==> config.mk <==
export PLATFORM = sky130hd
export DESIGN_NAME = pp_group_sched
export DESIGN_NICKNAME = d
export VERILOG_FILES = /design/src/rtl/pp_sched_pkg.sv /design/src/rtl/pp_rst_sync.sv /design/src/rtl/pp_grp_arbiter.sv /design/src/rtl/pp_grp_bank.sv /design/src/rtl/pp_conv_ctrl.sv /design/src/rtl/pp_group_sched.sv
export SDC_FILE = /design/constraint.sdc
export NUM_CORES = 1
export LEC_CHECK = 0
export CAP_MARGIN = 20
export CORE_UTILIZATION = 30
export DETAILED_ROUTE_END_ITERATION = 12
export DONT_BUFFER_PORTS = 1
export SLEW_MARGIN = 20
export SYNTH_ARGS = -nofsm -noshare
export SYNTH_HDL_FRONTEND = slang
export SYNTH_SLANG_ARGS = --single-unit
==> constraint.sdc <==
create_clock -name clk -period 2.4 [get_ports clk]
set_input_delay 0.48 -clock clk [delete_from_list [all_inputs] [get_ports clk]]
set_output_delay 0.48 -clock clk [all_outputs]
set_load 0.01 [all_outputs]
==> src/rtl/pp_sched_pkg.sv <==
package pp_sched_pkg;
  localparam int CHAN_W = 5;

  typedef struct packed {
    logic [CHAN_W-1:0] chan;
    logic              ie;
  } grp_slot_t;
endpackage

==> src/rtl/pp_rst_sync.sv <==
module pp_rst_sync (
  input  logic clk,
  input  logic rst_n,
  output logic rst_n_sync
);
  logic [1:0] sr_q;

  always_ff @(posedge clk or negedge rst_n) begin
    if (!rst_n) sr_q <= 2'b00;
    else        sr_q <= {sr_q[0], 1'b1};
  end

  assign rst_n_sync = sr_q[1];
endmodule

==> src/rtl/pp_grp_arbiter.sv <==
module pp_grp_arbiter #(
  parameter int NG = 4,
  localparam int GW = (NG > 1) ? $clog2(NG) : 1
) (
  input  logic [NG-1:0] pend,
  output logic          gnt_vld,
  output logic [GW-1:0] gnt_idx
);
  // Lowest index wins: scan from the top so the last hit is the lowest.
  always_comb begin
    gnt_vld = 1'b0;
    gnt_idx = '0;
    for (int i = NG - 1; i >= 0; i--) begin
      if (pend[i]) begin
        gnt_vld = 1'b1;
        gnt_idx = GW'(i);
      end
    end
  end
endmodule

==> src/rtl/pp_grp_bank.sv <==
module pp_grp_bank
  import pp_sched_pkg::*;
#(
  parameter int NG    = 4,
  parameter int RES_W = 12,
  localparam int GW = (NG > 1) ? $clog2(NG) : 1
) (
  input  logic             clk,
  input  logic             rst_n,
  input  logic             wr_en,
  input  logic [GW-1:0]    wr_grp,
  input  grp_slot_t        wr_slot,
  input  logic             done_ok,
  input  logic [GW-1:0]    done_grp,
  input  logic [RES_W-1:0] res_in,
  input  logic             rd_en,
  input  logic [GW-1:0]    rd_grp,
  output grp_slot_t        slots [NG],
  output logic [RES_W-1:0] rd_data,
  output logic [NG-1:0]    coco
);
  logic [RES_W-1:0] res_arr [NG];

  for (genvar g = 0; g < NG; g++) begin : g_slot
    grp_slot_t        s_q, s_d;
    logic [RES_W-1:0] r_q, r_d;
    logic             c_q, c_d;
    logic             wr_hit, st_hit, rd_hit;

    assign wr_hit = wr_en   && (wr_grp   == GW'(g));
    assign st_hit = done_ok && (done_grp == GW'(g));
    assign rd_hit = rd_en   && (rd_grp   == GW'(g));

    always_comb begin
      s_d = s_q;
      r_d = r_q;
      c_d = c_q;
      if (wr_hit) s_d = wr_slot;
      if (st_hit) begin
        r_d = res_in;
        c_d = 1'b1;
      end else if (rd_hit) begin
        c_d = 1'b0;
      end
    end

    always_ff @(posedge clk or negedge rst_n) begin
      if (!rst_n) begin
        s_q <= '0;
        r_q <= '0;
        c_q <= 1'b0;
      end else begin
        if (wr_hit)           s_q <= s_d;
        if (st_hit)           r_q <= r_d;
        if (st_hit || rd_hit) c_q <= c_d;
      end
    end

    assign slots[g]   = s_q;
    assign res_arr[g] = r_q;
    assign coco[g]    = c_q;
  end

  assign rd_data = res_arr[rd_grp];

  a_r7_flag_on_store: assert property (@(posedge clk) disable iff (!rst_n)
    done_ok |=> coco[$past(done_grp)]);

  a_r10_read_clears: assert property (@(posedge clk) disable iff (!rst_n)
    (rd_en && !(done_ok && done_grp == rd_grp)) |=> !coco[$past(rd_grp)]);
endmodule

==> src/rtl/pp_conv_ctrl.sv <==
module pp_conv_ctrl #(
  parameter int NG = 4,
  localparam int GW = (NG > 1) ? $clog2(NG) : 1
) (
  input  logic          clk,
  input  logic          rst_n,
  input  logic          hw_mode,
  input  logic [NG-1:0] hw_trig,
  input  logic          wr_en,
  input  logic [GW-1:0] wr_grp,
  input  logic          conv_done,
  input  logic          dma_en,
  output logic          busy,
  output logic [GW-1:0] act_grp,
  output logic          start,
  output logic          abort,
  output logic          dma_req,
  output logic          done_ok,
  output logic [GW-1:0] done_grp
);
  logic [NG-1:0] pend_q, pend_d;
  logic          busy_q, busy_d;
  logic [GW-1:0] act_q, act_d;
  logic          start_q, start_d;
  logic          abort_q, abort_d;
  logic          dma_q, dma_d;
  logic          gnt_vld;
  logic [GW-1:0] gnt_idx;
  logic          hit_active;

  pp_grp_arbiter #(.NG(NG)) u_arb (
    .pend    (pend_q),
    .gnt_vld (gnt_vld),
    .gnt_idx (gnt_idx)
  );

  assign hit_active = wr_en && busy_q && (wr_grp == act_q);
  assign done_ok    = busy_q && conv_done && !hit_active;
  assign done_grp   = act_q;

  always_comb begin
    pend_d  = pend_q;
    busy_d  = busy_q;
    act_d   = act_q;
    start_d = 1'b0;
    abort_d = 1'b0;
    dma_d   = 1'b0;

    if (!busy_q && gnt_vld) begin
      busy_d          = 1'b1;
      act_d           = gnt_idx;
      start_d         = 1'b1;
      pend_d[gnt_idx] = 1'b0;
    end

    if (hit_active) begin
      busy_d  = 1'b0;
      abort_d = 1'b1;
    end else if (done_ok) begin
      busy_d = 1'b0;
      dma_d  = dma_en;
    end

    if (hw_mode) pend_d = pend_d | hw_trig;
    else if (wr_en && wr_grp == '0) pend_d[0] = 1'b1;
  end

  always_ff @(posedge clk or negedge rst_n) begin
    if (!rst_n) begin
      pend_q  <= '0;
      busy_q  <= 1'b0;
      act_q   <= '0;
      start_q <= 1'b0;
      abort_q <= 1'b0;
      dma_q   <= 1'b0;
    end else begin
      pend_q  <= pend_d;
      busy_q  <= busy_d;
      start_q <= start_d;
      abort_q <= abort_d;
      dma_q   <= dma_d;
      if (start_d) act_q <= act_d;
    end
  end

  assign busy    = busy_q;
  assign act_grp = act_q;
  assign start   = start_q;
  assign abort   = abort_q;
  assign dma_req = dma_q;

  a_r4_foreign_write_keeps: assert property (@(posedge clk) disable iff (!rst_n)
    (busy_q && wr_en && wr_grp != act_q && !conv_done)
      |=> (busy_q && !abort_q && act_q == $past(act_q)));

  a_r5_abort_from_active_write: assert property (@(posedge clk) disable iff (!rst_n)
    abort_q |-> $past(wr_en && busy_q && wr_grp == act_q));

  a_r9_dma_after_done: assert property (@(posedge clk) disable iff (!rst_n)
    dma_q |-> $past(conv_done && dma_en && busy_q));

  a_r1_start_from_idle: assert property (@(posedge clk) disable iff (!rst_n)
    start_q |-> (busy_q && !abort_q));
endmodule

==> src/rtl/pp_group_sched.sv <==
module pp_group_sched
  import pp_sched_pkg::*;
#(
  parameter int NG    = 4,
  parameter int RES_W = 12,
  localparam int GW = (NG > 1) ? $clog2(NG) : 1
) (
  input  logic              clk,
  input  logic              rst_n,
  input  logic              wr_en,
  input  logic [GW-1:0]     wr_grp,
  input  logic [CHAN_W-1:0] wr_chan,
  input  logic              wr_ie,
  input  logic              hw_mode,
  input  logic [NG-1:0]     hw_trig,
  input  logic              dma_en,
  input  logic              conv_done,
  input  logic [RES_W-1:0]  conv_data,
  input  logic              rd_en,
  input  logic [GW-1:0]     rd_grp,
  output logic [RES_W-1:0]  rd_data,
  output logic [CHAN_W-1:0] act_chan,
  output logic [GW-1:0]     act_grp,
  output logic              busy,
  output logic              start,
  output logic              abort,
  output logic [NG-1:0]     coco,
  output logic              irq,
  output logic              dma_req
);
  logic          rst_ns;
  grp_slot_t     wr_slot;
  grp_slot_t     slots [NG];
  logic          done_ok;
  logic [GW-1:0] done_grp;
  logic [NG-1:0] ie_vec;

  pp_rst_sync u_rst (
    .clk        (clk),
    .rst_n      (rst_n),
    .rst_n_sync (rst_ns)
  );

  assign wr_slot.chan = wr_chan;
  assign wr_slot.ie   = wr_ie;

  pp_conv_ctrl #(.NG(NG)) u_ctrl (
    .clk       (clk),
    .rst_n     (rst_ns),
    .hw_mode   (hw_mode),
    .hw_trig   (hw_trig),
    .wr_en     (wr_en),
    .wr_grp    (wr_grp),
    .conv_done (conv_done),
    .dma_en    (dma_en),
    .busy      (busy),
    .act_grp   (act_grp),
    .start     (start),
    .abort     (abort),
    .dma_req   (dma_req),
    .done_ok   (done_ok),
    .done_grp  (done_grp)
  );

  pp_grp_bank #(.NG(NG), .RES_W(RES_W)) u_bank (
    .clk      (clk),
    .rst_n    (rst_ns),
    .wr_en    (wr_en),
    .wr_grp   (wr_grp),
    .wr_slot  (wr_slot),
    .done_ok  (done_ok),
    .done_grp (done_grp),
    .res_in   (conv_data),
    .rd_en    (rd_en),
    .rd_grp   (rd_grp),
    .slots    (slots),
    .rd_data  (rd_data),
    .coco     (coco)
  );

  for (genvar g = 0; g < NG; g++) begin : g_ie
    assign ie_vec[g] = slots[g].ie;
  end

  assign act_chan = slots[act_grp].chan;
  assign irq      = |(coco & ie_vec);

  a_r8_irq_needs_flag: assert property (@(posedge clk) disable iff (!rst_ns)
    irq |-> (coco != '0));
endmodule

==> results.py, run 1 <==
metrics = {
    "outcome": {
        "run_status": "finished clean",
    },
    "yosys": {
        "area_fraction_in_and_or_nand_and_nor_cells_after_synthesis_pct": 4.55,
        "syn-instance-count": 249,
        "synth_xor_area_share_pct": 0.446,
        "synth.cell_area_sq_mm": 0.00393,
        "synth_most_common_cell": "dfrtp_1",
        "yosys-top-cells-count": "dfrtp_1 (88), mux2_2 (72), mux4_2 (17)",
        "postSynthNetCount": 282,
        "muxShareOfSynthArea_pct": 30.4,
        "synth-edff-count": 0,
        "syn_avg_cell_area_sq_um": 15.8,
        "yosysSeqAreaShare_pct": 56.1,
        "ys_async_sr_fraction_pct": 100,
        "flop_and_latch_count_out_of_synthesis": 88,
        "netlist-cell-type-count": 37,
        "synth_area_in_adders_pct": 0,
        "netlist.top_cell.by_area": "dfrtp_1",
        "yosysWarnings": 0,
        "synth_compound_area_share_pct": 4.97,
        "main_combinational_cell_family_by_area_after_synthesis": "multiplexers",
        "postSynth.topFlopCell": "dfrtp_1",
        "ys_top_cells_by_area": "dfrtp_1 (56%), mux2_2 (21%), mux4_2 (9.7%), a311oi_4 (1.3%), buf_4 (1.1%)",
        "yosysTopAreaCellShare_pct": 56.1,
    },
    "sta": {
        "final.hold.worst_slack_ns": 0.235,
        "maxSlewHeadroom_pct": 56.6,
        "timing.final.max_slew_violations": 0,
        "skew_ns": 0.00615,
        "timing.final.hold_violations": 0,
        "timing.setup.tns_ns": 0,
        "max_clock_freq_mhz": 438,
        "period_needed_ns": 2.28,
        "worst_slew_pin_slew_ns": 0.649,
        "setup-violations-final": 0,
        "rsz0062_at_grt": "no",
        "min_period_over_period_pct": 95.2,
    },
    "run": {
        "maxCapViolations": 0,
    },
    "routing": {
        "vias_per_cell": 4.94,
        "drt_pass1_iterations": 6,
        "via_count": 2115,
        "drc_errors": 0,
        "wire_per_inst_um": 18.4,
        "drt_iter0_markers": 80,
        "drt-total-wl_um": 7890,
        "drt.antenna.violating_nets": 0,
    },
    "setup_path": {
        "cp_top_delay_family": "flip-flops",
        "worstSetupEndpointType": "output port",
        "crit_chain": "buf_4 > mux4_2",
        "critical_path_class": "flip-flop to output port",
        "cp_max_fo": 9,
        "worstPathRequired_ns": 1.92,
        "startpoint_type": "flip-flop",
        "crit_path_top_delay_cell": "dfrtp_1",
        "cp_num_buf_inv": 1,
        "cp_data_arrival_time_ns": 1.80,
        "maximum_cell_stage_delay_along_the_critical_path_ns": 0.68,
    },
    "die": {
        "rows": 41,
        "fp.dieW_um": 116,
        "floorplan.initialDensity_pct": 31.0,
        "design.die.area_sq_mm": 0.0136,
        "number_of_i_o_pins": 61,
        "placeableCoreArea_sq_mm": 0.0127,
        "fp.dieH_um": 116,
    },
    "pwr": {
        "leak_uw": 0.00181,
        "worst_ir_drop_vdd_v": 0.000592,
        "pwr_density_cell_mw_per_mm2": 1230,
    },
    "layout": {
        "layout.nets": 284,
        "drive_above_1_share_pct": 47.3,
        "number_of_inserted_diodes": 0,
        "area.growth.synth_to_final_pct": 12.9,
        "final_design_utilization_pct": 35.0,
    },
    "grt": {
        "pin_count_of_the_biggest_net_entering_global_routing": 61,
        "grt_antenna_before_repair": 0,
        "track_usage_pct": 12.8,
        "number_of_global_route_vias_before_repair": 2193,
        "grt_first_pass_wirelength_um": 12300,
        "overflow": 0,
    },
    "clock_network": {
        "cts_inserted_buffers": 9,
        "worst_path_clk_slew_ns": 0.06,
        "htreeDepth": 3,
        "clock_sink_count": 88,
        "root_buf_cell": "clkbuf_16",
        "clk_latency_ns": 0.34,
        "cts.path.max_buffers": 2,
        "post-cts-setup-buffer-count": 0,
        "cts_tree": "built",
    },
    "place": {
        "last_weighted_congestion_value_of_the_routability_driven_placer": 0.698,
        "hpwl_after_dpl_um": 5240,
        "placement.io_buffers": 0,
    },
    "worst_hold_path": {
        "holdCritPathClass": "input port to flip-flop",
    },
}
==> cell usage in the layout (no fill, tap or decap), types with 2 or more instances in the layout <==
cell type and count:
nand2_1 7, o21ai_0 3, a311oi_4 2, inv_1 4
xnor2_1 2, a22oi_1 2, bufinv_16 3, buf_4 6
nor2_1 6, clkbuf_16 9, dfrtp_1 87, nor2b_1 2
mux4_2 17, mux2_2 72, nand3_1 4, a21o_1 3
clkinv_2 2
==> power breakdown <==
group / internal [uW] / switching (uW)
clock: 1010 / 555
sequential: 2060 / 411
combinational: 861 / 566
total: 3940 / 1530
==> sequential cells by signal, indices dropped and copies added, names as in the netlist <==
name	cells
u_bank.g_slot.r_q	48
u_bank.slots	24
u_bank.g_slot.c_q	4
u_ctrl.pend_q	4
u_ctrl.act_grp	2
u_rst.sr_q	2
u_ctrl.abort	1
u_ctrl.busy	1
u_ctrl.dma_req	1
u_ctrl.start	1
==> layout make-up <==
cell class	count	area, sq um
clock buffer	10	229
clock inverter	6	108
fill	1240	8230
inverter	4	15.0
multi-input combinational	140	1590
sequential	88	2210
tap	172	215
timing repair buffer	8	75.1
==> metal layers <==
layer  vias up  track usage [%]  part of all wire (%)
met5         -                0                     0
met1      1124             15.4                    43
met4         0             6.58                   2.1
li1        916                -                     -
met3        12             5.40                   8.2
met2        63             19.6                    47
==> cells by family after synthesis <==
family / after synthesis
compound gates: 19
xor+xnor: 2
buf+inv: 21
flops: 88
mux: 89
other cells: 1
simple gates: 29
==> repair_timing <==
| item | 4_1_cts | 5_1_grt |
|---|---|---|
| endpoints found under the hold margin | 2 | 0 |
| resized for setup | 0 | 0 |
| hold buffers | 1 | 0 |
==> metrics by stage <==
stage / setup slack, ns / instances / instance area [sq um] / power, uW
final: 0.116 / 428 / 4440 / 5470
after CTS: 0.0787 / 428 / 4440 / 5570
after global placement: 0.418 / 411 / 4090 / 3900
after global routing: 0.0291 / 428 / 4440 / 5810
after detailed placement: 0.390 / 411 / 4090 / 3970
after floorplan: 0.418 / 249 / 3930 / 3700
==> final timing paths <==
kind                              startpoint  cells past startpoint  slack [ns]                       end
max                        u_ctrl.act_grp[0]                      2        0.12               act_chan[3]
min in group asynchronous      u_rst.sr_q[1]                      0        0.25           u_bank.slots[7]
min reg2reg                    u_rst.sr_q[1]                      0        0.25           u_bank.slots[7]
min                                conv_done                      1        0.24               u_ctrl.busy
max reg2reg                      u_ctrl.busy                      4        0.41  u_bank.g_slot[2].r_q[10]
max in group asynchronous      u_rst.sr_q[1]                      1        1.50  u_bank.g_slot[0].r_q[11]
(Power assumes the default switching activity.)
==> inputs of run 2 (changes only) <==
==> constraint.sdc (replaced) <==
create_clock -name clk -period 2.75 [get_ports clk]
set_input_delay 0.55 -clock clk [delete_from_list [all_inputs] [get_ports clk]]
set_output_delay 0.55 -clock clk [all_outputs]
set_load 0.01 [all_outputs]
==> run 2 against run 1 <==
  * Worst hold slack better by 0.067 ns
  * Critical endpoint is now act_chan[4]
  * Sequential cell count stayed put
  * Routed wire length down 2.1%
  * Sequential power decreased by 11%
  * Core utilization shrank 0.28 points
  * Clock power fell by 17%
  * Sequential share of layout area up 0.40 points
  * Cell count is 0.47% lower
  * Global-route usage down 0.24 points
  * Design area down 0.79%
==> results.py, run 2 (synthesized netlist as in run 1, its figures left out) <==
metrics = {
    "outcome": {
        "run_status": "finished clean",
    },
    "setup_path": {
        "cp_data_arrival_time_ns": 1.77,
        "reg2reg_from": "u_ctrl.act_grp[0]",
        "cp_max_fo": 11,
        "rr_endpoint": "u_bank.g_slot[3].r_q[5]",
        "worstPathRequired_ns": 2.20,
        "maximum_cell_stage_delay_along_the_critical_path_ns": 0.78,
        "cp_top_delay_family": "flip-flops",
        "cp_num_buf_inv": 0,
        "timing.reg2reg.setup_slack_ns": 0.74,
        "startpoint_type": "flip-flop",
        "crit_path_top_delay_cell": "dfrtp_1",
        "rr_worst_depth": 4,
        "critical_path_class": "flip-flop to output port",
        "crit_chain": "mux4_2",
        "worstSetupEndpointType": "output port",
    },
    "clock_network": {
        "root_buf_cell": "clkbuf_16",
        "clock_sink_count": 88,
        "post-cts-setup-buffer-count": 0,
        "post_cts_resized": 0,
        "worst_path_clk_slew_ns": 0.06,
        "cts.path.max_buffers": 2,
        "cts_inserted_buffers": 9,
        "cts_tree": "built",
        "clk_latency_ns": 0.34,
        "post_cts_hold_buffer_count": 1,
        "htreeDepth": 3,
    },
    "die": {
        "rows": 41,
        "fp.dieW_um": 116,
        "placeableCoreArea_sq_mm": 0.0127,
        "fp.dieH_um": 116,
        "number_of_i_o_pins": 61,
        "design.die.area_sq_mm": 0.0136,
        "floorplan.initialDensity_pct": 31.0,
    },
    "run": {
        "maxCapViolations": 0,
    },
    "routing": {
        "met1_length_um": 3260,
        "drt_iter0_markers": 104,
        "met2RoutedLength_um": 3680,
        "wire_per_inst_um": 18.1,
        "via_count": 2050,
        "drt.antenna.violating_nets": 0,
        "top_signal_layer_used": "met4",
        "vias_per_cell": 4.81,
        "drc_errors": 0,
        "routed-wl-met3_um": 669,
        "drt-total-wl_um": 7730,
        "drt_pass1_iterations": 4,
    },
    "sta": {
        "skew_ns": 0.00521,
        "min_period_over_period_pct": 84.3,
        "timing.final.hold_violations": 0,
        "period_needed_ns": 2.32,
        "timing.setup.tns_ns": 0,
        "setup-violations-final": 0,
        "timing.final.max_slew_violations": 0,
        "maxSlewHeadroom_pct": 54.3,
        "final.hold.worst_slack_ns": 0.303,
        "worst_slew_pin_slew_ns": 0.686,
        "max_clock_freq_mhz": 432,
        "rsz0062_at_grt": "no",
        "final_critical_path_setup_slack_ns": 0.433,
    },
    "grt": {
        "pin_count_of_the_biggest_net_entering_global_routing": 43,
        "number_of_global_route_vias_before_repair": 2191,
        "track_usage_pct": 12.5,
        "overflow": 0,
        "grt_first_pass_wirelength_um": 12200,
        "grt_antenna_before_repair": 0,
    },
    "pwr": {
        "clockPowerShare_pct": 28.0,
        "combPwrFrac_pct": 25.0,
        "leak_uw": 0.00180,
        "worst_ir_drop_vdd_v": 0.000449,
        "sequentialPowerShare_pct": 47.0,
        "finalPower_uw": 4690,
        "power.switching_uw": 1320,
        "power.share.switching_pct": 28.1,
        "p_int_uw": 3370,
        "pwr_density_cell_mw_per_mm2": 1060,
    },
    "worst_hold_path": {
        "hold_path_end": "u_ctrl.busy",
        "whs_path_depth": 1,
        "holdCritPathClass": "input port to flip-flop",
        "worstHoldStart": "conv_done",
    },
    "place": {
        "last_weighted_congestion_value_of_the_routability_driven_placer": 0.684,
        "hpwl_after_dpl_um": 5200,
        "placement.io_buffers": 0,
        "place.detailed.instances": 410,
        "dp_slack_ns": 0.694,
    },
    "layout": {
        "post_layout_nonfiller_instances": 426,
        "top_register": "u_bank.g_slot.r_q",
        "number_of_inserted_diodes": 0,
        "most-common-layout-cells": "dfrtp_1 (87), mux2_2 (72), mux4_2 (17)",
        "area.growth.synth_to_final_pct": 12.0,
        "mostFrequentLayoutCell": "dfrtp_1",
        "layout.nets": 283,
        "drive_above_1_share_pct": 46.9,
        "largest_register_ffs": 48,
    },
}
-- run 2: cell count changes in the layout (fill, tap and decap cells not counted), sizes merged --
cell / delta
bufinv: -1
clkinvlp: -1
clkbuf: +2
clkinv: -1
buf: -1
-- run 2: worst max-delay path by stage --
stage,from,to,slack [ns],cells after the start
floorplan,u_rst.sr_q[1],u_bank.g_slot[0].c_q,0.12,0
finish,u_ctrl.act_grp[0],act_chan[4],0.43,1
global placement,u_ctrl.act_grp[0],u_bank.g_slot[3].r_q[2],0.71,4
CTS,u_ctrl.act_grp[0],act_chan[4],0.37,1
global route,u_ctrl.act_grp[0],act_chan[4],0.36,1
detailed placement,u_ctrl.act_grp[0],u_bank.g_slot[3].r_q[7],0.69,4
-- run 2: area by class of cell --
cell class	instances	area, sq um
well taps	172	215
repair buffers	7	55.1
clock buffers	12	256
clock inverters	3	65.1
flip-flops and latches	88	2210
multi-input cells	140	1590
fillers	1259	8270
inverters	4	15.0
-- run 2: per-stage QoR --
stage,cell area (sq um),utilization (%)
after detailed placement,4070,32.1
after CTS,4400,34.7
final,4400,34.7
after floorplan,3930,-
after global routing,4400,34.7
after global placement,4070,32.1
-- run 2: metal layers --
layer,GRT usage (%),vias to the layer above
li1,-,911
met1,14.8,1070
met2,19.8,60
met3,5.97,9
met4,4.87,0
met5,0,-
-- run 2: power groups by stage --
stage | Clock (uW) | Combinational (uW) | Sequential, uW
floorplan | 0 | 1200 | 2030
global placement | 0 | 1150 | 2230
detailed placement | 0 | 1200 | 2240
CTS | 1350 | 1200 | 2220
global route | 1410 | 1280 | 2290
finish | 1310 | 1170 | 2200
